File: src/rtl/lsag_pkg.sv
package lsag_pkg;
   typedef enum logic [1:0] {
      IDX_LSL = 2'd0,
      IDX_LSR = 2'd1,
      IDX_ASR = 2'd2,
      IDX_ROR = 2'd3
   } idx_shift_e;

   localparam int unsigned BIT_IMMSEL = 25;
   localparam int unsigned BIT_PRE    = 24;
   localparam int unsigned BIT_UP     = 23;
   localparam int unsigned BIT_WBACK  = 21;
   localparam int unsigned IMM_W      = 12;
   localparam int unsigned AMT_LSB    = 7;
   localparam int unsigned AMT_W      = 5;
   localparam int unsigned TYPE_LSB   = 5;
endpackage

File: src/rtl/lsag_index_shift.sv
module lsag_index_shift
   import lsag_pkg::*;
#(
   parameter int unsigned DATA_W = 32
) (
   input  logic [DATA_W-1:0] idx_in,
   input  idx_shift_e        kind,
   input  logic [AMT_W-1:0]  amount,
   input  logic              carry_in,
   output logic [DATA_W-1:0] idx_out
);
   localparam int unsigned MSB = DATA_W - 1;

   logic              amt_zero;
   logic [DATA_W-1:0] lsl_v, lsr_v, asr_v, ror_v;
   logic [2*DATA_W-1:0] dbl;

   assign amt_zero = (amount == '0);
   assign dbl      = {idx_in, idx_in} >> amount;

   always_comb begin
      lsl_v = idx_in << amount;
      lsr_v = amt_zero ? '0 : (idx_in >> amount);
      asr_v = amt_zero ? {DATA_W{idx_in[MSB]}}
                       : DATA_W'($signed(idx_in) >>> amount);
      ror_v = amt_zero ? {carry_in, idx_in[MSB:1]} : dbl[DATA_W-1:0];
      unique case (kind)
         IDX_LSL: idx_out = lsl_v;
         IDX_LSR: idx_out = lsr_v;
         IDX_ASR: idx_out = asr_v;
         IDX_ROR: idx_out = ror_v;
         default: idx_out = lsl_v;
      endcase
   end
endmodule

File: src/rtl/lsag_addsub.sv
module lsag_addsub #(
   parameter int unsigned DATA_W       = 32,
   parameter bit          SHARED_ADDER = 1'b1
) (
   input  logic [DATA_W-1:0] base,
   input  logic [DATA_W-1:0] offset,
   input  logic              up,
   output logic [DATA_W-1:0] result
);
   generate
      if (SHARED_ADDER) begin : g_shared
         logic [DATA_W-1:0] opnd;
         logic [DATA_W-1:0] cin;
         assign opnd   = offset ^ {DATA_W{~up}};
         assign cin    = {{(DATA_W-1){1'b0}}, ~up};
         assign result = base + opnd + cin;
      end else begin : g_split
         logic [DATA_W-1:0] sum_v, dif_v;
         assign sum_v  = base + offset;
         assign dif_v  = base - offset;
         assign result = up ? sum_v : dif_v;
      end
   endgenerate
endmodule

File: src/rtl/lsag_top.sv
module lsag_top
   import lsag_pkg::*;
#(
   parameter int unsigned DATA_W       = 32,
   parameter int unsigned INSTR_W      = 32,
   parameter bit          SHARED_ADDER = 1'b1
) (
   input  logic              clk,
   input  logic              rst_n,
   input  logic              in_valid,
   input  logic [INSTR_W-1:0] instr,
   input  logic [DATA_W-1:0] rn_val,
   input  logic [DATA_W-1:0] rm_val,
   input  logic              carry_in,
   input  logic              cond_pass,
   output logic              out_valid,
   output logic [DATA_W-1:0] mem_addr,
   output logic              wb_en,
   output logic [DATA_W-1:0] wb_val
);
   localparam int unsigned PAD_W = DATA_W - IMM_W;

   generate
      if (INSTR_W != 32) begin : g_bad_instr
         $error("lsag_top: INSTR_W must be 32");
      end
      if (DATA_W < 32 || (DATA_W & (DATA_W - 1)) != 0) begin : g_bad_data
         $error("lsag_top: DATA_W must be a power of two of at least 32");
      end
   endgenerate

   logic              use_index, pre_idx, up_dir, wback;
   idx_shift_e        kind;
   logic [AMT_W-1:0]  amount;
   logic [DATA_W-1:0] imm_ext, idx_val, offset, new_base, addr_nx;
   logic              wb_nx;

   assign use_index = instr[BIT_IMMSEL];
   assign pre_idx   = instr[BIT_PRE];
   assign up_dir    = instr[BIT_UP];
   assign wback     = instr[BIT_WBACK];
   assign kind      = idx_shift_e'(instr[TYPE_LSB +: 2]);
   assign amount    = instr[AMT_LSB +: AMT_W];
   assign imm_ext   = {{PAD_W{1'b0}}, instr[IMM_W-1:0]};

   lsag_index_shift #(.DATA_W(DATA_W)) u_shift (
      .idx_in   (rm_val),
      .kind     (kind),
      .amount   (amount),
      .carry_in (carry_in),
      .idx_out  (idx_val)
   );

   assign offset = use_index ? idx_val : imm_ext;

   lsag_addsub #(.DATA_W(DATA_W), .SHARED_ADDER(SHARED_ADDER)) u_add (
      .base   (rn_val),
      .offset (offset),
      .up     (up_dir),
      .result (new_base)
   );

   assign addr_nx = pre_idx ? new_base : rn_val;
   assign wb_nx   = in_valid & cond_pass & (~pre_idx | wback);

   always_ff @(posedge clk or negedge rst_n) begin
      if (!rst_n) begin
         out_valid <= 1'b0;
         wb_en     <= 1'b0;
         mem_addr  <= '0;
         wb_val    <= '0;
      end else begin
         out_valid <= in_valid;
         wb_en     <= wb_nx;
         if (in_valid) begin
            mem_addr <= addr_nx;
            wb_val   <= new_base;
         end
      end
   end
endmodule

File: config.mk
export PLATFORM = sky130hd
export DESIGN_NAME = lsag_top
export DESIGN_NICKNAME = d
export VERILOG_FILES = /design/src/rtl/lsag_pkg.sv /design/src/rtl/lsag_index_shift.sv /design/src/rtl/lsag_addsub.sv /design/src/rtl/lsag_top.sv
export SDC_FILE = /design/constraint.sdc
export NUM_CORES = 1
export LEC_CHECK = 0
export BUFFER_PORTS_ARGS = -buffer_cell sky130_fd_sc_hd__buf_2
export CAP_MARGIN = 5
export CELL_PAD_IN_SITES_DETAIL_PLACEMENT = 1
export CELL_PAD_IN_SITES_GLOBAL_PLACEMENT = 1
export CORE_MARGIN = 2
export CORE_UTILIZATION = 43
export DETAILED_ROUTE_END_ITERATION = 8
export PLACE_DENSITY_LB_ADDON = 0.1
export RECOVER_POWER = 25
export SLEW_MARGIN = 20
export SYNTH_ARGS = -nofsm -noshare
export SYNTH_HDL_FRONTEND = slang
export SYNTH_SLANG_ARGS = --single-unit
File: constraint.sdc
create_clock -name clk -period 1.22 [get_ports clk]
set_clock_uncertainty 0.15 [all_clocks]
set_input_delay 0.183 -clock clk [delete_from_list [all_inputs] [get_ports clk]]
set_output_delay 0.183 -clock clk [all_outputs]
set_load 0.01 [all_outputs]
==> flow_summary.ini, run 1 <==
[floorplanning]
num_io_pins = 167
die_x_um = 157
start_util = 0.442
die_h_um = 157
placementRows = 55

[clock_network]
cts_root_buf = clkbuf_16
cts_buffers = 9
cts.sinks = 66
cts_buffer_depth = 2
post_cts_resized = 251
cts_hold_buf = 3
cts.htree.levels = 3
postCtsSetupBuffers = 58

[synth]
syn_area_sq_um = 10100
yosys-top-cells-area = dfrtp_1 (16%), mux2i_1 (9.4%), mux4_2 (8.9%)
ys_seq_area_frac = 0.164
synth_top_area_cell = dfrtp_1
synth_top_area_frac = 0.164
ys_seq_elements = 66
synth_edf_count = 0
synth_most_common_cell = a21oi_1
syn_area_per_cell_sq_um = 7.73
synth_nets = 1436
ys.warnings.count = 0
synth.distinct_cells = 75
synthCells = 1302
synth_ff_type = dfrtp_1
ys_top_cells_by_count = a21oi_1 (152), nor2_1 (150), nand2_1 (113)
synthArstFlopShare = 1.00

[outcome]
outcome = aborted with a tool error
firstError = [ERROR DPL-0033] detailed placement checks failed during check placement.
lastStage = clock tree synthesis

[placement]
port_buffers = 150
dp_hpwl_mm = 47.6
place_congestion = 1.05
dp.cells = 2114
## cell families after synthesis
family	count (synthesis)	synth area share
compound gates	433	0.268
simple gates	382	0.172
mux	190	0.247
buf+inv	139	0.0553
flops	66	0.164
xor+xnor	59	0.0513
fa+ha+maj	33	0.0418
## metrics by stage
step,worst slack [ns],instance area (sq um)
floorplan,-3.20,10400
global placement,-3.84,14600
detailed placement,-4.17,14600
==> inputs of run 2 (changes only) <==
--- a/config.mk
+++ b/config.mk
@@ -7,12 +7,10 @@
 export LEC_CHECK = 0
 export BUFFER_PORTS_ARGS = -buffer_cell sky130_fd_sc_hd__buf_2
 export CAP_MARGIN = 5
-export CELL_PAD_IN_SITES_DETAIL_PLACEMENT = 1
-export CELL_PAD_IN_SITES_GLOBAL_PLACEMENT = 1
 export CORE_MARGIN = 2
-export CORE_UTILIZATION = 43
+export CORE_UTILIZATION = 40
 export DETAILED_ROUTE_END_ITERATION = 8
-export PLACE_DENSITY_LB_ADDON = 0.1
+export PLACE_DENSITY_LB_ADDON = 0.15
 export RECOVER_POWER = 25
 export SLEW_MARGIN = 20
 export SYNTH_ARGS = -nofsm -noshare
==> run 2 against run 1 <==
- the flow now finishes, with violations (setup timing)
- synthesized cell count stayed put
- area after synthesis stayed put
==> flow_summary.ini, run 2 <==
[finish]
multi_input_area_sq_um = 9140
mostFrequentLayoutCells = buf_4 (466), buf_2 (139), nor2_1 (138)
area.growth.synth_to_final_pct = 67.8
diodes = 0
top_regs = mem_addr: 32 flops, wb_val: 32 flops
layout-drive-gt1-share = 0.515
fillers = 2079
final_common_cell = buf_4
fin_nets = 2011
fin_util = 0.677
regArea_sq_um = 1650

[synth]
ys.warnings.count = 0
ys_seq_elements = 66
synth_nets = 1436
synth.distinct_cells = 75
syn_area_sq_um = 10100
synth_edf_count = 0
syn_area_per_cell_sq_um = 7.73
ys_top_cells_by_count = a21oi_1 (152), nor2_1 (150), nand2_1 (113)
yosys-top-cells-area = dfrtp_1 (16%), mux2i_1 (9.4%), mux4_2 (8.9%)
synth_top_area_frac = 0.164
synthArstFlopShare = 1.00
ys_seq_area_frac = 0.164
synthCells = 1302
synth_ff_type = dfrtp_1
synth_top_area_cell = dfrtp_1
synth_most_common_cell = a21oi_1

[worst_setup_path]
cp-start-kind = primary input
rr_worst_depth = 3
crit_end = wb_val[30]$_DFFE_PN0P_
r2r-end = wb_val[16]$_DFFE_PN0P_
crit_path_end_kind = register
worstPathRequired_ns = 1.30
critPathMaxFanout = 5
r2r_start = wb_val[16]$_DFFE_PN0P_
worstSetupPathType = primary input to register
arrival_ns = 4.64
ff2ff_setup_slack_ns = 0.05
crit_start = instr[8]

[outcome]
outcome = finished, violations left
violations = setup timing

[sta]
tightest_slew_ns = 0.624
finalHoldViolations = 0
max_freq_mhz = 219
fin_crit_sh = 3.74
timing.slew.headroom = 0.582
rsz0062_at_grt = true
holdWs_ns = 0.00845
fin_ws_ns = -3.35
drv_slew = 0
final.min_clock_period_ns = 4.57
setup_viol = 65

[global_route]
grt_pass1_wl_mm = 73.9
grt_pass1_vias = 12700
grt_util_all_layers = 0.365
grt_max_degree = 48
antenna_found_initial = 0
grt-ovfl-total = 0

[clock_network]
cts_root_buf = clkbuf_16
cts.htree.levels = 3
cts_buffers = 9
cts.sinks = 66
insertion_delay_ns = 0.34
cts_buffer_depth = 2
cts_tree = built
clk_pin_slew_ns = 0.06

[detailed_routing]
ant_nets = 0
drt_iter0_drc = 1626
drt-total-wl_mm = 50.1
remaining_drc_errors = 0
wl_per_cell_um = 22.6
vias = 13400
firstDrtPassIters = 6
vias_per_cell = 6.06

[hold_path]
min_path_type = primary input to register

[placement]
dp_hpwl_mm = 38.2
place_congestion = 1.08
dp_slack_ns = -3.87
port_buffers = 150

[floorplanning]
die_x_um = 163
die_h_um = 163
placementRows = 58
core_sq_um = 25000
die-area_sq_um = 26500
num_io_pins = 167
start_util = 0.403

[pwr]
vdd.ir_drop.worst_v = 0.000819
power_density_nw_per_um2 = 1050
leakagePower_nw = 7.71

[job]
cap_violations = 0
run 2: cell counts after synthesis:
Identical to the previous run, type by type.
run 2: kinds of logic (layout without fill, tap and decap cells):
kind of cell | count (synthesis) | after routing | synth area share
mux | 190 | 190 | 0.247
flops | 66 | 66 | 0.164
compound gates | 433 | 433 | 0.268
xor+xnor | 59 | 59 | 0.0513
buf+inv | 139 | 719 | 0.0553
simple gates | 382 | 382 | 0.172
fa+ha+maj | 33 | 33 | 0.0418
run 2: layer usage:
metal	share of wire	vias to the layer above	track usage
li1	-	6007	-
met4	0.047	0	0.127
met2	0.45	862	0.584
met3	0.11	187	0.0764
met1	0.40	6356	0.488
met5	0	-	0
run 2: critical path, cell delays in order:
cell,delay [ns]
buf_12,0.12
buf_8,0.12
mux2_4,0.30
mux4_2,0.54
mux2i_2,0.23
nor3_2,0.07
o21ai_1,0.16
o21ai_1,0.10
a32oi_2,0.29
buf_4,0.19
xor2_4,0.07
ha_4,0.19
a21o_1,0.15
a21o_1,0.19
a221o_1,0.32
a21oi_2,0.19
buf_4,0.16
a211oi_4,0.06
buf_4,0.14
o211ai_1,0.15
a21oi_1,0.10
xor2_1,0.18
buf_4,0.16
mux2_4,0.26
run 2: final cells by class:
| cell class | count | share of cell area |
|---|---|---|
| clock buffer | 10 | 0.0141 |
| inverter | 23 | 0.00578 |
| tap | 330 | 0.0244 |
| timing repair buffer | 680 | 0.314 |
| clock inverter | 6 | 0.00252 |
| multi-input combinational | 1097 | 0.541 |
| sequential | 66 | 0.0978 |
run 2: how the worst min path moves through the flow:
stage / from / endpoint / slack, ns / cells after the start
after floorplan: rst_n / mem_addr[0]$_DFFE_PN0P_ / -0.26 / 0
after global placement: rst_n / mem_addr[24]$_DFFE_PN0P_ / 0.02 / 1
after detailed placement: rst_n / mem_addr[24]$_DFFE_PN0P_ / 0.02 / 1
after CTS: rn_val[23] / mem_addr[23]$_DFFE_PN0P_ / 0.007 / 3
after global routing: rn_val[23] / mem_addr[23]$_DFFE_PN0P_ / 0.04 / 3
final: rn_val[23] / mem_addr[23]$_DFFE_PN0P_ / 0.008 / 3
run 2: report_power, final:
part | switching [mW] | internal [mW] | total (mW)
clock network | 1.10 | 1.43 | 2.53
logic | 5.83 | 6.05 | 11.9
registers | 0.378 | 2.88 | 3.26
total | 7.31 | 10.4 | 17.7
run 2: metrics by stage:
stage / setup TNS, ns / std cells / total power [mW] / cell area, sq um
after floorplan: -169.07 / 1302 / 8.23 / 10400
after global placement: -212.77 / 2100 / 12.3 / 14400
final: -181.72 / 2212 / 17.7 / 16900
after CTS: -173.94 / 2174 / 16.3 / 16100
after global routing: -190.61 / 2212 / 18.5 / 16900
after detailed placement: -215.11 / 2100 / 12.4 / 14400
run 2: repair_timing:
item	CTS	global route
hold endpoints to repair	11	0
hold buffers	5	0
setup endpoints to repair	69	105
buffers inserted	52	44
pin swaps	97	93
resized for setup	190	105
gates cloned	4	1
(Power assumes the default switching activity.)
==> inputs of run 3 (changes only) <==
--- a/config.mk
+++ b/config.mk
@@ -5,7 +5,7 @@
 export SDC_FILE = /design/constraint.sdc
 export NUM_CORES = 1
 export LEC_CHECK = 0
-export BUFFER_PORTS_ARGS = -buffer_cell sky130_fd_sc_hd__buf_2
+export BUFFER_PORTS_ARGS = -buffer_cell sky130_fd_sc_hd__clkbuf_2
 export CAP_MARGIN = 5
 export CORE_MARGIN = 2
 export CORE_UTILIZATION = 40
==> constraint.sdc (replaced) <==
create_clock -name clk -period 5.9 [get_ports clk]
set_clock_uncertainty 0.15 [all_clocks]
set_input_delay 0.885 -clock clk [delete_from_list [all_inputs] [get_ports clk]]
set_output_delay 0.885 -clock clk [all_outputs]
set_load 0.01 [all_outputs]
==> run 3 against run 2 <==
- the flow finishes with violations (capacitance limit, slew limit)
- final cell count decreased by 13%
- count of clock-buffer cells in the layout stayed put
- worst setup slack gained 3.6 ns
- non-clock buffer count is 288 lower
- critical path type unchanged
- largest power group unchanged
==> flow_summary.ini, run 3 (synthesis results as in run 2) <==
[detailed_routing]
remaining_drc_errors = 0
wl_per_cell_um = 22.2
vias_per_cell = 6.06
vias = 11700
ant_nets = 0
drt_iter0_drc = 1466
drt-total-wl_mm = 42.8
firstDrtPassIters = 6

[finish]
final_cell_area_sq_um = 13000
fin_util = 0.521
fillers = 2486
final_common_cell = buf_4
mostFrequentLayoutCells = buf_4 (236), nor2_1 (150), a21oi_1 (150)
top_regs = mem_addr: 32 flops, wb_val: 32 flops
area.growth.synth_to_final_pct = 29.2
layout-drive-gt1-share = 0.331
fin_nets = 1723
diodes = 0

[placement]
port_buffers = 150
place_congestion = 1.08
place_area_sq_um = 12600
dp_slack_ns = -0.288
dp_hpwl_mm = 34.3

[sta]
rsz0062_at_grt = false
fin_ws_ns = 0.242
holdWs_ns = 0.344
drv_slew = 67
timing.slew.headroom = -1.43
max_freq_mhz = 177
final.min_clock_period_ns = 5.66
finalHoldViolations = 0
setup_viol = 0
fin_crit_sh = 0.959
tightest_slew_ns = 3.65

[pwr]
power_density_nw_per_um2 = 229
p_total_mw = 2.97
vdd.ir_drop.worst_v = 0.000157
leakagePower_nw = 5.84

[clock_network]
cts_root_buf = clkbuf_16
cts_buffer_depth = 2
insertion_delay_ns = 0.34
cts.sinks = 66
postCtsSetupBuffers = 0
cts_tree = built
cts_buffers = 9
cts.htree.levels = 3
clk_pin_slew_ns = 0.06

[worst_setup_path]
crit_path_end_kind = register
arrival_ns = 5.74
worstSetupPathType = primary input to register
critPathMaxFanout = 8
ff2ff_setup_slack_ns = 4.86
worstPathRequired_ns = 5.98
cp-start-kind = primary input

[job]
cap_violations = 1

[global_route]
grt_pass1_wl_mm = 64.6
grt_use_met3 = 0.0713
grt_use_met1 = 0.457
antenna_found_initial = 1
grt-ovfl-total = 0
grt_pass1_vias = 11100
grt_max_degree = 67
grt_util_all_layers = 0.320
use_met2 = 0.474
top_usage_layer = met2

[floorplanning]
die-area_sq_um = 26500
die_x_um = 163
start_util = 0.403
core_sq_um = 25000
die_h_um = 163
num_io_pins = 167
placementRows = 58

[hold_path]
min_path_type = register to register

[outcome]
outcome = finished, violations left
violations = capacitance limit, slew limit
## run 3: cell types whose count changed in the layout (fill, tap and decap cells not counted), sizes merged
| cell | change |
|---|---|
| buf | -422 |
| clkbuf | +141 |
| dlygate4sd3 | -5 |
| bufbuf | -2 |
| bufinv | +2 |
| clkinv | -2 |
| clkinvlp | -2 |
| inv | +2 |
## run 3: power by group
group	total (mW)	internal, mW	switching, mW
sequential	0.672	0.595	0.0772
combinational	1.71	0.773	0.940
clock	0.588	0.371	0.216
## run 3: final timing paths
kind | start | endpoint | cells after the start
hold reg to reg | mem_addr[23]$_DFFE_PN0P_ | mem_addr[23]$_DFFE_PN0P_ | 2
min in group asynchronous | rst_n | mem_addr[1]$_DFFE_PN0P_ | 2
setup reg to reg | mem_addr[18]$_DFFE_PN0P_ | mem_addr[18]$_DFFE_PN0P_ | 2
setup / recovery | instr[8] | mem_addr[18]$_DFFE_PN0P_ | 23
max in group asynchronous | rst_n | mem_addr[13]$_DFFE_PN0P_ | 2
hold / removal | mem_addr[23]$_DFFE_PN0P_ | mem_addr[23]$_DFFE_PN0P_ | 2
## run 3: repair_timing
action                                  4_1_cts  5_1_grt
endpoints found under the setup margin        0       31
hold buffers                                  0        0
gates resized for setup                       0       17
## run 3: cell type report
| cell class | count | area (sq um) | area share |
|---|---|---|---|
| multi-input cells | 1097 | 7900 | 0.607 |
| repair buffers | 392 | 2640 | 0.203 |
| flip-flops and latches | 66 | 1650 | 0.127 |
| well taps | 330 | 413 | 0.0317 |
| clock buffers | 10 | 229 | 0.0176 |
| clock inverters | 6 | 90.1 | 0.00693 |
| inverters | 23 | 86.3 | 0.00664 |
## run 3: critical path, cell delays in order
cell and delay, ns:
buf_4 0.17, buf_4 0.20, mux2_2 0.36, a21oi_1 0.25, a21oi_1 0.17, a21oi_1 0.22
nor3_1 0.07, a21oi_1 0.13, o22ai_1 0.09, a32oi_1 0.23, buf_4 0.16, xor2_1 0.09
fa_1 0.45, a21o_1 0.17, a21oi_1 0.49, o21ai_1 0.18, nand4_1 0.21, a21oi_2 0.08
o21ai_0 0.25, a21oi_1 0.14, a211oi_1 0.28, xnor2_1 0.13, a221o_1 0.31
## run 3: through the flow
step	cells	setup TNS, ns
final	1924	0
after CTS	1924	0
after global routing	1924	0
after detailed placement	1908	-3.90
after floorplan	1302	0
after global placement	1908	-3.51
## run 3: metal layers
metal / share of wire / vias to the layer above
met4: 0.036 / 2
met2: 0.42 / 615
li1: - / 5450
met3: 0.099 / 102
met1: 0.44 / 5490
met5: 0.00026 / -
